File: src/rtl/mbs_pkg.sv
package mbs_pkg;

    localparam logic [2:0] CYC_FETCH = 3'd0;
    localparam logic [2:0] CYC_MRD   = 3'd1;
    localparam logic [2:0] CYC_MWR   = 3'd2;
    localparam logic [2:0] CYC_IORD  = 3'd3;
    localparam logic [2:0] CYC_IOWR  = 3'd4;
    localparam logic [2:0] CYC_INTA  = 3'd5;

    // ten T-states the sequencer can occupy
    typedef enum logic [3:0] {
        TS_RST  = 4'd0,
        TS_IDLE = 4'd1,
        TS_T1   = 4'd2,
        TS_T2   = 4'd3,
        TS_TW   = 4'd4,
        TS_T3   = 4'd5,
        TS_T4   = 4'd6,
        TS_T5   = 4'd7,
        TS_T6   = 4'd8,
        TS_HOLD = 4'd9
    } tstate_e;

    typedef struct packed {
        logic io_m;
        logic s1;
        logic s0;
        logic rd;     // uses the read strobe
        logic wr;     // uses the write strobe
        logic ack;    // uses the acknowledge strobe
        logic fetch;  // opcode fetch, 4 or 6 states
        logic port;   // mirror port number onto high byte
    } cyc_attr_t;

endpackage

File: src/rtl/mbs_decode.sv
module mbs_decode
    import mbs_pkg::*;
(
    input  logic [2:0] typ,
    output cyc_attr_t  attr,
    output logic       legal
);
    always_comb begin
        attr  = '0;
        legal = 1'b1;
        case (typ)
            CYC_FETCH: begin attr.s1 = 1'b1; attr.s0 = 1'b1; attr.rd = 1'b1; attr.fetch = 1'b1; end
            CYC_MRD:   begin attr.s1 = 1'b1; attr.rd = 1'b1; end
            CYC_MWR:   begin attr.s0 = 1'b1; attr.wr = 1'b1; end
            CYC_IORD:  begin attr.io_m = 1'b1; attr.s1 = 1'b1; attr.rd = 1'b1; attr.port = 1'b1; end
            CYC_IOWR:  begin attr.io_m = 1'b1; attr.s0 = 1'b1; attr.wr = 1'b1; attr.port = 1'b1; end
            CYC_INTA:  begin attr.io_m = 1'b1; attr.s1 = 1'b1; attr.s0 = 1'b1; attr.ack = 1'b1; end
            default:   legal = 1'b0;
        endcase
    end
endmodule

File: src/rtl/mbs_fsm.sv
module mbs_fsm
    import mbs_pkg::*;
#(
    parameter int ADDR_W = 16,
    parameter int DATA_W = 8
) (
    input  logic              clk,
    input  logic              rst_n,
    input  logic              req_valid,
    input  logic              req_legal,
    input  cyc_attr_t         req_attr,
    input  logic              req_long,
    input  logic [ADDR_W-1:0] req_addr,
    input  logic [DATA_W-1:0] req_wdata,
    input  logic              ready,
    input  logic              hold,
    input  logic [DATA_W-1:0] ad_in,
    output tstate_e           st,
    output cyc_attr_t         attr,
    output logic [ADDR_W-1:0] addr,
    output logic [DATA_W-1:0] wdata,
    output logic [DATA_W-1:0] rd_data,
    output logic              done
);
    typedef struct packed {
        tstate_e           st;
        cyc_attr_t         attr;
        logic              lng;
        logic [ADDR_W-1:0] addr;
        logic [DATA_W-1:0] wdata;
        logic [DATA_W-1:0] rdat;
    } seq_t;

    seq_t seq_d, seq_q;
    logic last_d;

    always_comb begin
        seq_d  = seq_q;
        last_d = 1'b0;
        unique case (seq_q.st)
            TS_RST:  seq_d.st = TS_IDLE;
            TS_IDLE: begin
                if (hold) begin
                    seq_d.st = TS_HOLD;
                end else if (req_valid && req_legal) begin
                    seq_d.st    = TS_T1;
                    seq_d.attr  = req_attr;
                    seq_d.lng   = req_long;
                    seq_d.addr  = req_addr;
                    seq_d.wdata = req_wdata;
                end
            end
            TS_T1:   seq_d.st = TS_T2;
            TS_T2, TS_TW: seq_d.st = ready ? TS_T3 : TS_TW;
            TS_T3: begin
                if (seq_q.attr.rd || seq_q.attr.ack) seq_d.rdat = ad_in;
                if (seq_q.attr.fetch) begin
                    seq_d.st = TS_T4;
                end else begin
                    last_d   = 1'b1;
                    seq_d.st = hold ? TS_HOLD : TS_IDLE;
                end
            end
            TS_T4: begin
                if (seq_q.lng) begin
                    seq_d.st = TS_T5;
                end else begin
                    last_d   = 1'b1;
                    seq_d.st = hold ? TS_HOLD : TS_IDLE;
                end
            end
            TS_T5:   seq_d.st = TS_T6;
            TS_T6: begin
                last_d   = 1'b1;
                seq_d.st = hold ? TS_HOLD : TS_IDLE;
            end
            TS_HOLD: seq_d.st = hold ? TS_HOLD : TS_IDLE;
            default: seq_d.st = TS_IDLE;
        endcase
    end

    always_ff @(posedge clk) begin
        if (!rst_n) begin
            seq_q.st    <= TS_RST;
            seq_q.attr  <= '0;
            seq_q.lng   <= 1'b0;
            seq_q.addr  <= '0;
            seq_q.wdata <= '0;
            seq_q.rdat  <= '0;
        end else begin
            seq_q <= seq_d;
        end
    end

    assign st      = seq_q.st;
    assign attr    = seq_q.attr;
    assign addr    = seq_q.addr;
    assign wdata   = seq_q.wdata;
    assign rd_data = seq_q.rdat;
    assign done    = last_d;


    wait_entry_chk: assert property (@(posedge clk) disable iff (!rst_n)
        (seq_q.st == TS_T2 && !ready) |=> (seq_q.st == TS_TW));


    done_pulse_chk: assert property (@(posedge clk) disable iff (!rst_n)
        done |=> !done);


    hold_exit_chk: assert property (@(posedge clk) disable iff (!rst_n)
        (seq_q.st == TS_HOLD && !hold) |=> (seq_q.st == TS_IDLE));


    rdata_keep_chk: assert property (@(posedge clk) disable iff (!rst_n)
        (seq_q.st != TS_T3) |=> $stable(rd_data));
endmodule

File: src/rtl/mbs_pins.sv
module mbs_pins
    import mbs_pkg::*;
#(
    parameter int ADDR_W = 16,
    parameter int DATA_W = 8
) (
    input  logic              clk,
    input  logic              rst_n,
    input  tstate_e           st,
    input  cyc_attr_t         attr,
    input  logic [ADDR_W-1:0] addr,
    input  logic [DATA_W-1:0] wdata,
    output logic [DATA_W-1:0] ad_out,
    output logic              ad_oe,
    output logic [ADDR_W-DATA_W-1:0] a_hi,
    output logic              a_hi_oe,
    output logic              ale,
    output logic              io_m,
    output logic              s1,
    output logic              s0,
    output logic              rd_n,
    output logic              wr_n,
    output logic              inta_n,
    output logic              hlda
);
    localparam int HI_W = ADDR_W - DATA_W;

    logic in_cyc, xfer, addr_ph;

    always_comb begin
        in_cyc  = (st == TS_T1) || (st == TS_T2) || (st == TS_TW) || (st == TS_T3)
               || (st == TS_T4) || (st == TS_T5) || (st == TS_T6);
        xfer    = (st == TS_T2) || (st == TS_TW) || (st == TS_T3);
        addr_ph = (st == TS_T1);

        ale     = addr_ph;
        io_m    = in_cyc & attr.io_m;
        s1      = in_cyc & attr.s1;
        s0      = in_cyc & attr.s0;
        rd_n    = ~(xfer & attr.rd);
        wr_n    = ~(xfer & attr.wr);
        inta_n  = ~(xfer & attr.ack);
        hlda    = (st == TS_HOLD);

        a_hi_oe = in_cyc;
        a_hi    = attr.port ? HI_W'(addr[DATA_W-1:0]) : addr[ADDR_W-1:DATA_W];
        ad_oe   = addr_ph | (xfer & attr.wr);
        ad_out  = addr_ph ? addr[DATA_W-1:0] : wdata;
    end


    ale_quiet_chk: assert property (@(posedge clk) disable iff (!rst_n)
        ale |-> (rd_n && wr_n && inta_n));


    one_cmd_chk: assert property (@(posedge clk) disable iff (!rst_n)
        $countones({~rd_n, ~wr_n, ~inta_n}) <= 1);


    wr_drive_chk: assert property (@(posedge clk) disable iff (!rst_n)
        !wr_n |-> ad_oe);


    hold_float_chk: assert property (@(posedge clk) disable iff (!rst_n)
        hlda |-> !(ad_oe || a_hi_oe));


    status_keep_chk: assert property (@(posedge clk) disable iff (!rst_n)
        (!ale && a_hi_oe && $past(a_hi_oe)) |-> $stable({io_m, s1, s0}));
endmodule

File: src/rtl/mbus_cycle_seq.sv
module mbus_cycle_seq
    import mbs_pkg::*;
#(
    parameter int ADDR_W = 16,
    parameter int DATA_W = 8
) (
    input  logic                     clk,
    input  logic                     rst_n,
    input  logic                     req_valid,
    input  logic [2:0]               req_type,
    input  logic                     req_long,
    input  logic [ADDR_W-1:0]        req_addr,
    input  logic [DATA_W-1:0]        req_wdata,
    input  logic                     ready,
    input  logic                     hold,
    input  logic [DATA_W-1:0]        ad_in,
    output logic [DATA_W-1:0]        ad_out,
    output logic                     ad_oe,
    output logic [ADDR_W-DATA_W-1:0] a_hi,
    output logic                     a_hi_oe,
    output logic                     ale,
    output logic                     io_m,
    output logic                     s1,
    output logic                     s0,
    output logic                     rd_n,
    output logic                     wr_n,
    output logic                     inta_n,
    output logic [DATA_W-1:0]        rd_data,
    output logic                     done,
    output logic                     hlda
);
    cyc_attr_t         dec_attr, cur_attr;
    logic              dec_legal;
    tstate_e           cur_st;
    logic [ADDR_W-1:0] cur_addr;
    logic [DATA_W-1:0] cur_wdata;

    mbs_decode u_decode (
        .typ   (req_type),
        .attr  (dec_attr),
        .legal (dec_legal)
    );

    mbs_fsm #(.ADDR_W(ADDR_W), .DATA_W(DATA_W)) u_fsm (
        .clk       (clk),
        .rst_n     (rst_n),
        .req_valid (req_valid),
        .req_legal (dec_legal),
        .req_attr  (dec_attr),
        .req_long  (req_long),
        .req_addr  (req_addr),
        .req_wdata (req_wdata),
        .ready     (ready),
        .hold      (hold),
        .ad_in     (ad_in),
        .st        (cur_st),
        .attr      (cur_attr),
        .addr      (cur_addr),
        .wdata     (cur_wdata),
        .rd_data   (rd_data),
        .done      (done)
    );

    mbs_pins #(.ADDR_W(ADDR_W), .DATA_W(DATA_W)) u_pins (
        .clk     (clk),
        .rst_n   (rst_n),
        .st      (cur_st),
        .attr    (cur_attr),
        .addr    (cur_addr),
        .wdata   (cur_wdata),
        .ad_out  (ad_out),
        .ad_oe   (ad_oe),
        .a_hi    (a_hi),
        .a_hi_oe (a_hi_oe),
        .ale     (ale),
        .io_m    (io_m),
        .s1      (s1),
        .s0      (s0),
        .rd_n    (rd_n),
        .wr_n    (wr_n),
        .inta_n  (inta_n),
        .hlda    (hlda)
    );


    done_after_ale_chk: assert property (@(posedge clk) disable iff (!rst_n)
        ale |-> !done);


    hlda_no_cmd_chk: assert property (@(posedge clk) disable iff (!rst_n)
        hlda |-> (rd_n && wr_n && inta_n && !ale));
endmodule

File: config.mk
export PLATFORM = sky130hd
export DESIGN_NAME = mbus_cycle_seq
export DESIGN_NICKNAME = d
export VERILOG_FILES = /design/src/rtl/mbs_pkg.sv /design/src/rtl/mbs_decode.sv /design/src/rtl/mbs_fsm.sv /design/src/rtl/mbs_pins.sv /design/src/rtl/mbus_cycle_seq.sv
export SDC_FILE = /design/constraint.sdc
export NUM_CORES = 1
export LEC_CHECK = 0
export BUFFER_PORTS_ARGS = -buffer_cell sky130_fd_sc_hd__buf_2
export CAP_MARGIN = 20
export CORE_MARGIN = 2
export CORE_UTILIZATION = 53
export DETAILED_ROUTE_END_ITERATION = 8
export PLACE_DENSITY = 0.91
export SETUP_SLACK_MARGIN = 0.4
export SLEW_MARGIN = 30
export SYNTH_ARGS = -nofsm -noshare
export SYNTH_HDL_FRONTEND = slang
export SYNTH_HIERARCHICAL = 1
export SYNTH_SLANG_ARGS = --single-unit
File: constraint.sdc
create_clock -name clk -period 1.9 [get_ports clk]
set_input_delay 0.285 -clock clk [delete_from_list [all_inputs] [get_ports clk]]
set_output_delay 0.285 -clock clk [all_outputs]
set_load 0.005 [all_outputs]
# Word level (Yosys, flattened, before mapping)
# Cells that the tools add are included.
[totals]
in_bits = 41
elab_cells = 82
regBits = 45
[op_classes]
n_bitwise = 11
muxes = 21
eq_ne = 15
n_reduce_logical = 22
[op_table]
columns = ["op", "count"]
rows = [
  ["37-bit two-way mux", 1],
  ["4-bit case mux with 7 select lines", 1],
  ["4-bit by 3-bit == test with 1-bit output, second input constant", 4],
  ["4-bit two-way mux", 4],
  ["8-bit two-way mux", 2],
  ["1-bit two-way mux", 12],
  ["1-bit logical OR", 9],
  ["4-bit by 2-bit == test with 1-bit output, second input constant", 2],
  ["4-bit == test, second input constant", 2],
  ["2-bit OR reduction", 4],
  ["4-bit OR reduction", 2],
  ["1-bit bitwise AND", 6],
  ["3-bit by 2-bit == test with 1-bit output, second input constant", 2],
  ["3-bit == test, second input constant", 2],
  ["3-bit OR reduction", 2],
  ["6-bit OR reduction", 1],
  ["4-bit by 1-bit == test with 1-bit output, second input constant", 1],
  ["1-bit NOT", 4],
  ["3-bit by 1-bit == test with 1-bit output, second input constant", 1],
  ["3-bit zero test", 1],
  ["3-bit by 2-bit inequality test with 1-bit output, second input constant", 1],
  ["1-bit case mux with 3 select lines", 1],
  ["3-bit AND reduction", 1],
  ["2-bit AND reduction", 1],
  ["2 further kinds", 2],
]

# Logic depth before layout (Yosys ltp)
# Gate-level depths: netlist of the first run.
[logic_depth]
word_depth = 8
depth_mapped = 5
mapped_depth_nobuf = 4

# By module
# Netlist of the first run, hierarchy kept.
[by_module_without_submodules]
columns = ["mod", "cells_each", "area_per_inst_um2", "instances"]
rows = [
  ["mbs_fsm", 272, 2351.0, 1],
  ["mbs_pins", 35, 309.0, 1],
  ["mbs_decode", 14, 83.8, 1],
]

# Least setup slack after synthesis of the first run
# No wires, ideal clock.
[synth_timing]
kind = "flip-flop to output port"
from = "register, netlist name u_fsm/st[0]"
to = "output port ad_out[0]"
required_time_ps = 1615
t_arrival_ps = 1374
stages_incl_launch_ff = 4
slack_ps = 241
path_cell_list = "dfxtp_1 buf_4 nor4b_4 mux2_2"
[synth_between]
elab_chain_len = 2
[synth_lines]
columns = ["element", "line_no", "rtl"]
rows = [
  ["4-bit by 2-bit == test with 1-bit output", "mbs_pins.sv:34", "addr_ph = (st == TS_T1);"],
  ["via ale", "mbus_cycle_seq.sv:21", "output logic ale,"],
  ["8-bit two-way mux", "mbs_pins.sv:48", "ad_out = addr_ph ? addr[DATA_W-1:0] : wdata;"],
  ["to (decl)", "mbus_cycle_seq.sv:17", "output logic [DATA_W-1:0] ad_out,"],
]
# The timed path passes the listed nets, and every way through them passes these cells.

# Worst setup path after layout of the first run
[layout_timing]
from = "register, netlist name u_fsm/st[3]"
to = "output port ad_out[3]"
[layout_between]
elab_chain_len = 2
[layout_lines]
columns = ["element", "line_no"]
rows = [
  ["4-bit by 2-bit == test with 1-bit output", "mbs_pins.sv:34"],
  ["8-bit two-way mux", "mbs_pins.sv:48"],
]
# No other way between the ends.

==> qor.csv, run 1 <==
stage,metric,value,unit
pwr,powerDensity,537,nW/µm²
placement,io_buffer_count,75,
pwr,p_int,0.00142,W
timing,maxSlewViolCount,0,
run,drv_cap,0,
clocking,cts_tree,built,
worst_setup_path,end_kind,output port,
timing,relSlewSlack,62.4,%
worst_setup_path,slowest_stage,nor4b_4,
timing,fmax,512,MHz
global_routing,grt_pass1_wl,10100,µm
floorplanning,fp-row-count,26,
timing,finalCriticalPeriod,1.95,ns
drt,drc,0,
floorplanning,core_area,5040,µm²
yosys,synth.cell_area,2740,µm²
worst_setup_path,path_class,reg -> out,
timing,setup_slack,-0.0528,ns
cells_and_area,nets,413,
timing,finalCritPeriodShare,103,%
pwr,p_sw,0.000510,W
clocking,cts_root_buf,clkbuf_8,
worst_setup_path,crit_fanout,5,
worst_setup_path,cp_common_cell,buf_6,
pwr,p_leak,1.45,nW
worst_setup_path,reg2reg_slack,0.13,ns
worst_setup_path,worstPathArrival,1.67,ns
cells_and_area,area_growth,30.9,%
pwr,irDropWorstVdd,0.000313,V
timing,setup_violations,11,
floorplanning,ios,76,
clocking,clkTransAtPathRegs,0.09,ns
drt,drt-initial-drc-count,135,
pwr,p_comb_share,18.9,%
timing,worst_pin_slew,0.562,ns
worst_setup_path,path_cells,nor4b_4 > buf_6 > mux2_4 > buf_6,
drt,num_vias,2363,
drt,routed_wl,7580,µm
global_routing,antenna_found_initial,0,
global_routing,grt_overflow,0,
worst_setup_path,path_delay_family,simple AND/OR/NAND/NOR gates,
clocking,cts_max_level,2,
floorplanning,die_w,75.9,µm
cells_and_area,drive_gt1_share,44.5,%
timing,finalHoldViolations,0,
status,status,finished with violations,
timing,setup_tns,-0.373,ns
drt,wl_per_cell,17.1,µm
cells_and_area,diodes,0,
worst_setup_path,max_stage_delay,0.38,ns
clocking,tritoncts_num_sinks,45,
worst_setup_path,worst-path-buf-inv,2,
pwr,swShare,26.5,%
yosys,ys_warn_count,6,
timing,rsz0062_at_grt,yes,
floorplanning,die-area,5750,µm²
global_routing,grt_max_degree,33,
drt,dr.pass1.iters,5,
yosys,syn_inst,320,
drt,routed_via_density,5.33,
floorplanning,fp.dieH,75.9,µm
clocking,clk_latency,0.29,ns
pwr,seq_power_share,51.4,%
worst_setup_path,start_kind,flop,
timing,finClkSkew,0.00907,ns
status,violations,setup timing,
worst_hold_path,min_path_type,in -> reg,
clocking,cts_buffer_depth,2,
global_routing,grt_pass1_vias,2148,
placement,dp_slack,0.220,ns
floorplanning,start_util,54.3,%
clocking,cts_buffers,5,
global_routing,gr-usage-all-layers,23.2,%
placement,hpwl,4150,µm
drt,final_antenna_net_count,0,
yosys,syn_nets,361,
worst_setup_path,required,1.62,ns
placement,finalWeightedCongestion,0.887,
pwr,p_clk_share,29.8,%
yosys,avgSynthCellArea,8.55,µm²
clocking,hold_buffers,0,
## worst reg2reg max path, delay by kind of cell (launching register included)
kind / cells / cell delay, ns
buffers and inverters: 5 / 0.72
flip-flops: 1 / 0.36
multiplexers: 1 / 0.22
AND/OR/NAND/NOR: 2 / 0.40
## worst paths after layout
check / cells after the start / end / startpoint
max: 4 / ad_out[3] / u_fsm/st[3]
min: 3 / u_fsm/addr[15] / req_addr[15]
max reg2reg: 8 / u_fsm/addr[0] / u_fsm/st[3]
min reg2reg: 2 / u_fsm/attr[5] / u_fsm/attr[5]
## area by class of cell
class / instances / area, µm²
Timing Repair Buffer: 106 / 873
Fill cell: 358 / 1460
Inverter: 3 / 11.3
Multi-Input combinational cell: 211 / 1610
Clock buffer: 7 / 76.3
Clock inverter: 1 / 7.51
Tap cell: 70 / 87.6
Sequential cell: 45 / 920
## per-stage QoR
step | hold WS (ns) | area [µm²] | instances | util, % | power, W
5_1_grt | 0.230 | 3580 | 443 | 71.0 | 0.00202
2_1_floorplan | 0.427 | 2760 | 320 | - | 0.00120
3_3_place_gp | 0.438 | 2900 | 415 | 57.5 | 0.00126
4_1_cts | 0.234 | 3290 | 434 | 65.3 | 0.00187
6_report | 0.234 | 3580 | 443 | 71.0 | 0.00193
3_5_place_dp | 0.447 | 2900 | 415 | 57.5 | 0.00127
## per-layer routing
metal | global-route usage [%] | part of all wire (%) | vias to the layer above
li1 | - | - | 1151
met1 | 29.1 | 40 | 1104
met2 | 39.3 | 53 | 88
met3 | 4.37 | 4.8 | 20
met4 | 8.58 | 2.4 | 0
met5 | 0 | 0 | -
## power groups by stage
stage / Combinational [W] / Clock (W) / Sequential, W
floorplan: 0.000196 / 0 / 0.00100
global placement: 0.000251 / 0 / 0.00101
detailed placement: 0.000258 / 0 / 0.00101
CTS: 0.000307 / 0.000580 / 0.000987
global route: 0.000387 / 0.000641 / 0.000992
finish: 0.000363 / 0.000573 / 0.000989
## cells in the final DEF (no fill, tap or decap), types with 3 or more instances in the layout
master / count
buf_2: 59
and2_1: 3
buf_6: 26
o21ai_1: 9
nand3b_1: 4
dfxtp_4: 5
nor2b_1: 5
nand2_1: 73
a21boi_1: 7
clkbuf_8: 5
mux2_4: 16
nor2_1: 7
mux2i_1: 32
buf_12: 3
buf_4: 12
dfxtp_1: 40
nand3_2: 8
## sequential cells by signal, summed over array words and instances, names as in the netlist
name and flops:
u_fsm/rd_data 8, u_fsm/wdata 8, u_fsm/addr 16, u_fsm/seq_q 1, u_fsm/attr 8, u_fsm/st 4
## timing repair
item / 4_1_cts / 5_1_grt
setup endpoints to repair: 61 / 70
resized for setup: 46 / 55
hold endpoints to repair: 0 / 0
cloned: 3 / 2
setup buffers: 8 / 7
pin swaps: 8 / 20
Note: power is estimated with default switching activity, not from simulation.
==> run 2, diff against run 1 <==
Settings changed: CORE_MARGIN 2 to 4, CORE_UTILIZATION 53 to 50, PLACE_DENSITY 0.91 to 0.9, SYNTH_HIERARCHICAL 1 to unset.
==> qor.csv, run 2 <==
stage,metric,value,unit
status,status,finished with violations,
status,violations,setup timing,
cells_and_area,fillers,246,
worst_setup_path,end_kind,output port,
yosys,yosys_register_bits,45,
pwr,p_sw,0.000494,W
global_routing,antenna_found_initial,0,
cells_and_area,layout_commonest_cell,buf_2,
timing,finalHoldViolations,0,
pwr,p_int,0.00156,W
floorplanning,die_w,74.6,µm
cells_and_area,drive_gt1_share,53.9,%
floorplanning,fp.dieH,74.6,µm
drt,wl_per_cell,17.4,µm
cells_and_area,max_flop_register,u_fsm.addr,
drt,num_vias,2135,
drt,routed_wl,6710,µm
drt,routed_via_density,5.53,
worst_setup_path,r2r_start,u_fsm.st[2],
run,drv_cap,0,
timing,maxSlewViolCount,0,
global_routing,grt_pass1_vias,2014,
floorplanning,start_util,53.5,%
worst_hold_path,min_path_cells,3,
cells_and_area,multi_input_area,1460,µm²
clocking,hold_buffers,0,
timing,finClkSkew,0.00549,ns
clocking,cts_buffer_depth,2,
clocking,tritoncts_num_sinks,45,
clocking,clkTransAtPathRegs,0.08,ns
worst_hold_path,min-delay-start,req_wdata[0],
worst_hold_path,min_path_type,in -> reg,
worst_setup_path,rr_worst_depth,5,
yosys,yosysMostFrequentCell,nand2_1,
worst_setup_path,path_class,reg -> out,
clocking,cts_buffers,5,
yosys,async_flop_share,0,%
yosys,yosys-top-cells-area,"dfxtp_1, nand2_1, a21boi_1",
timing,worst_pin_slew,0.651,ns
worst_setup_path,crit_fanout,5,
drt,dr.pass1.iters,4,
worst_setup_path,start_kind,flop,
pwr,p_leak,1.44,nW
pwr,swShare,24.0,%
worst_hold_path,min_to,u_fsm.wdata[0],
placement,io_buffer_count,75,
timing,setup_slack,-0.00772,ns
cells_and_area,diodes,0,
timing,relSlewSlack,56.6,%
yosys,synth_top_cell_by_area,dfxtp_1,
placement,finalWeightedCongestion,0.891,
yosys,synth_enable_flop_cells,0,
cells_and_area,largest_reg_flops,16,
yosys,synth_top_area_share,40.7,%
cells_and_area,seqCellArea,920,µm²
clocking,cts_root_buf,clkbuf_8,
global_routing,gr-usage-all-layers,21.4,%
yosys,syn_nets,293,
cells_and_area,final_cell_mix,"buf_2, nand2_1, dfxtp_1",
floorplanning,die-area,5560,µm²
pwr,irDropWorstVdd,0.000396,V
drt,drt-initial-drc-count,114,
pwr,p_clk_share,36.5,%
yosys,syn_inst,252,
yosys,ys_warn_count,0,
timing,setup_violations,1,
global_routing,grt_pass1_wl,9310,µm
pwr,powerDensity,621,nW/µm²
global_routing,grt_overflow,0,
cells_and_area,area_growth,49.4,%
yosys,avgSynthCellArea,8.79,µm²
worst_setup_path,reg2reg_slack,0.28,ns
yosys,synth.cell_area,2220,µm²
clocking,cts_max_level,2,
worst_setup_path,r2r_end,u_fsm.addr[9],
cells_and_area,utilization,79.9,%
floorplanning,ios,76,
cells_and_area,nets,376,
yosys,synth_cell_types,34,
worst_setup_path,required,1.62,ns
worst_setup_path,worstPathArrival,1.62,ns
yosys,ys_seq_area_share,40.7,%
timing,finalCriticalPeriod,1.91,ns
yosys,ys_top_cells_by_count,"nand2_1, dfxtp_1, a21boi_1",
yosys,synth_ff_type,dfxtp_1,
placement,hpwl,3580,µm
timing,finalCritPeriodShare,100,%
drt,drc,0,
pwr,p_comb_share,15.5,%
pwr,seq_power_share,48.0,%
floorplanning,core_area,4140,µm²
global_routing,grt_max_degree,46,
floorplanning,fp-row-count,23,
clocking,clk_latency,0.30,ns
clocking,cts_tree,built,
timing,fmax,524,MHz
drt,final_antenna_net_count,0,
pwr,total_power,0.00206,W
timing,rsz0062_at_grt,yes,
==> run 2: timing repair <==
action,in CTS,in global routing
pin swaps,6,9
gates cloned,1,1
setup buffers,11,5
resized for setup,36,91
endpoints found under the setup margin,65,65
==> run 2: power by group through the flow <==
| stage | sequential (W) | clock, W | combinational [W] |
|---|---|---|---|
| final | 0.000987 | 0.000750 | 0.000320 |
| after global routing | 0.000991 | 0.000809 | 0.000342 |
| after CTS | 0.000989 | 0.000759 | 0.000235 |
| after detailed placement | 0.00101 | 0 | 0.000196 |
| after global placement | 0.00101 | 0 | 0.000193 |
| after floorplan | 0.000998 | 0 | 0.000127 |
==> run 2: critical path, stage by stage, from the launching register on <==
cell and delay [ns]:
dfxtp_4 0.35, nand2b_4 0.15, nor3_4 0.18, buf_6 0.17, mux2_2 0.34, buf_2 0.13
==> run 2: metrics by stage <==
stage / std cells / worst slack, ns / hold WS [ns] / area [µm²] / setup TNS [ns]
after floorplan: 252 / 0.353 / 0.415 / 2230 / 0
after global routing: 386 / -0.0495 / 0.212 / 3310 / -0.246
after detailed placement: 360 / 0.222 / 0.446 / 2570 / 0
after global placement: 360 / 0.245 / 0.437 / 2570 / 0
final: 386 / -0.00772 / 0.213 / 3310 / -0.00772
after CTS: 380 / 0.00742 / 0.209 / 2920 / 0
==> run 2: worst max path at each step <==
stage	start	endpoint	slack, ns	cells past startpoint
6_report	u_fsm.st[0]	ad_out[5]	-0.008	5
5_1_grt	u_fsm.st[0]	ad_out[5]	-0.05	5
4_1_cts	u_fsm.st[0]	ad_out[4]	0.007	5
3_5_place_dp	u_fsm.st[2]	u_fsm.rd_data[3]	0.22	4
3_3_place_gp	u_fsm.st[0]	ad_out[4]	0.24	5
2_1_floorplan	u_fsm.st[0]	ad_out[0]	0.35	4
==> run 2: layout make-up <==
class / count / share of cell area [%]
Tap cell: 50 / 1.89
Inverter: 2 / 0.227
Clock inverter: 1 / 0.907
Multi-Input combinational cell: 181 / 44.1
Clock buffer: 7 / 2.61
Timing Repair Buffer: 100 / 22.4
Sequential cell: 45 / 27.8
==> run 2: logic make-up (layout without fill, tap and decap cells) <==
group	after synthesis	in the layout	synth area share [%]
simple gates	102	103	22.8
compound gates	53	53	17.5
buf+inv	27	110	6.89
mux	25	25	12.2
flops	45	45	40.7
==> run 2: layer usage <==
| layer | global-route usage [%] | vias up | share of wire [%] |
|---|---|---|---|
| met5 | 0 | - | 0 |
| met4 | 7.31 | 0 | 2.3 |
| met3 | 6.35 | 15 | 6.5 |
| met2 | 35.0 | 70 | 53 |
| met1 | 26.9 | 1039 | 38 |
| li1 | - | 1011 | - |
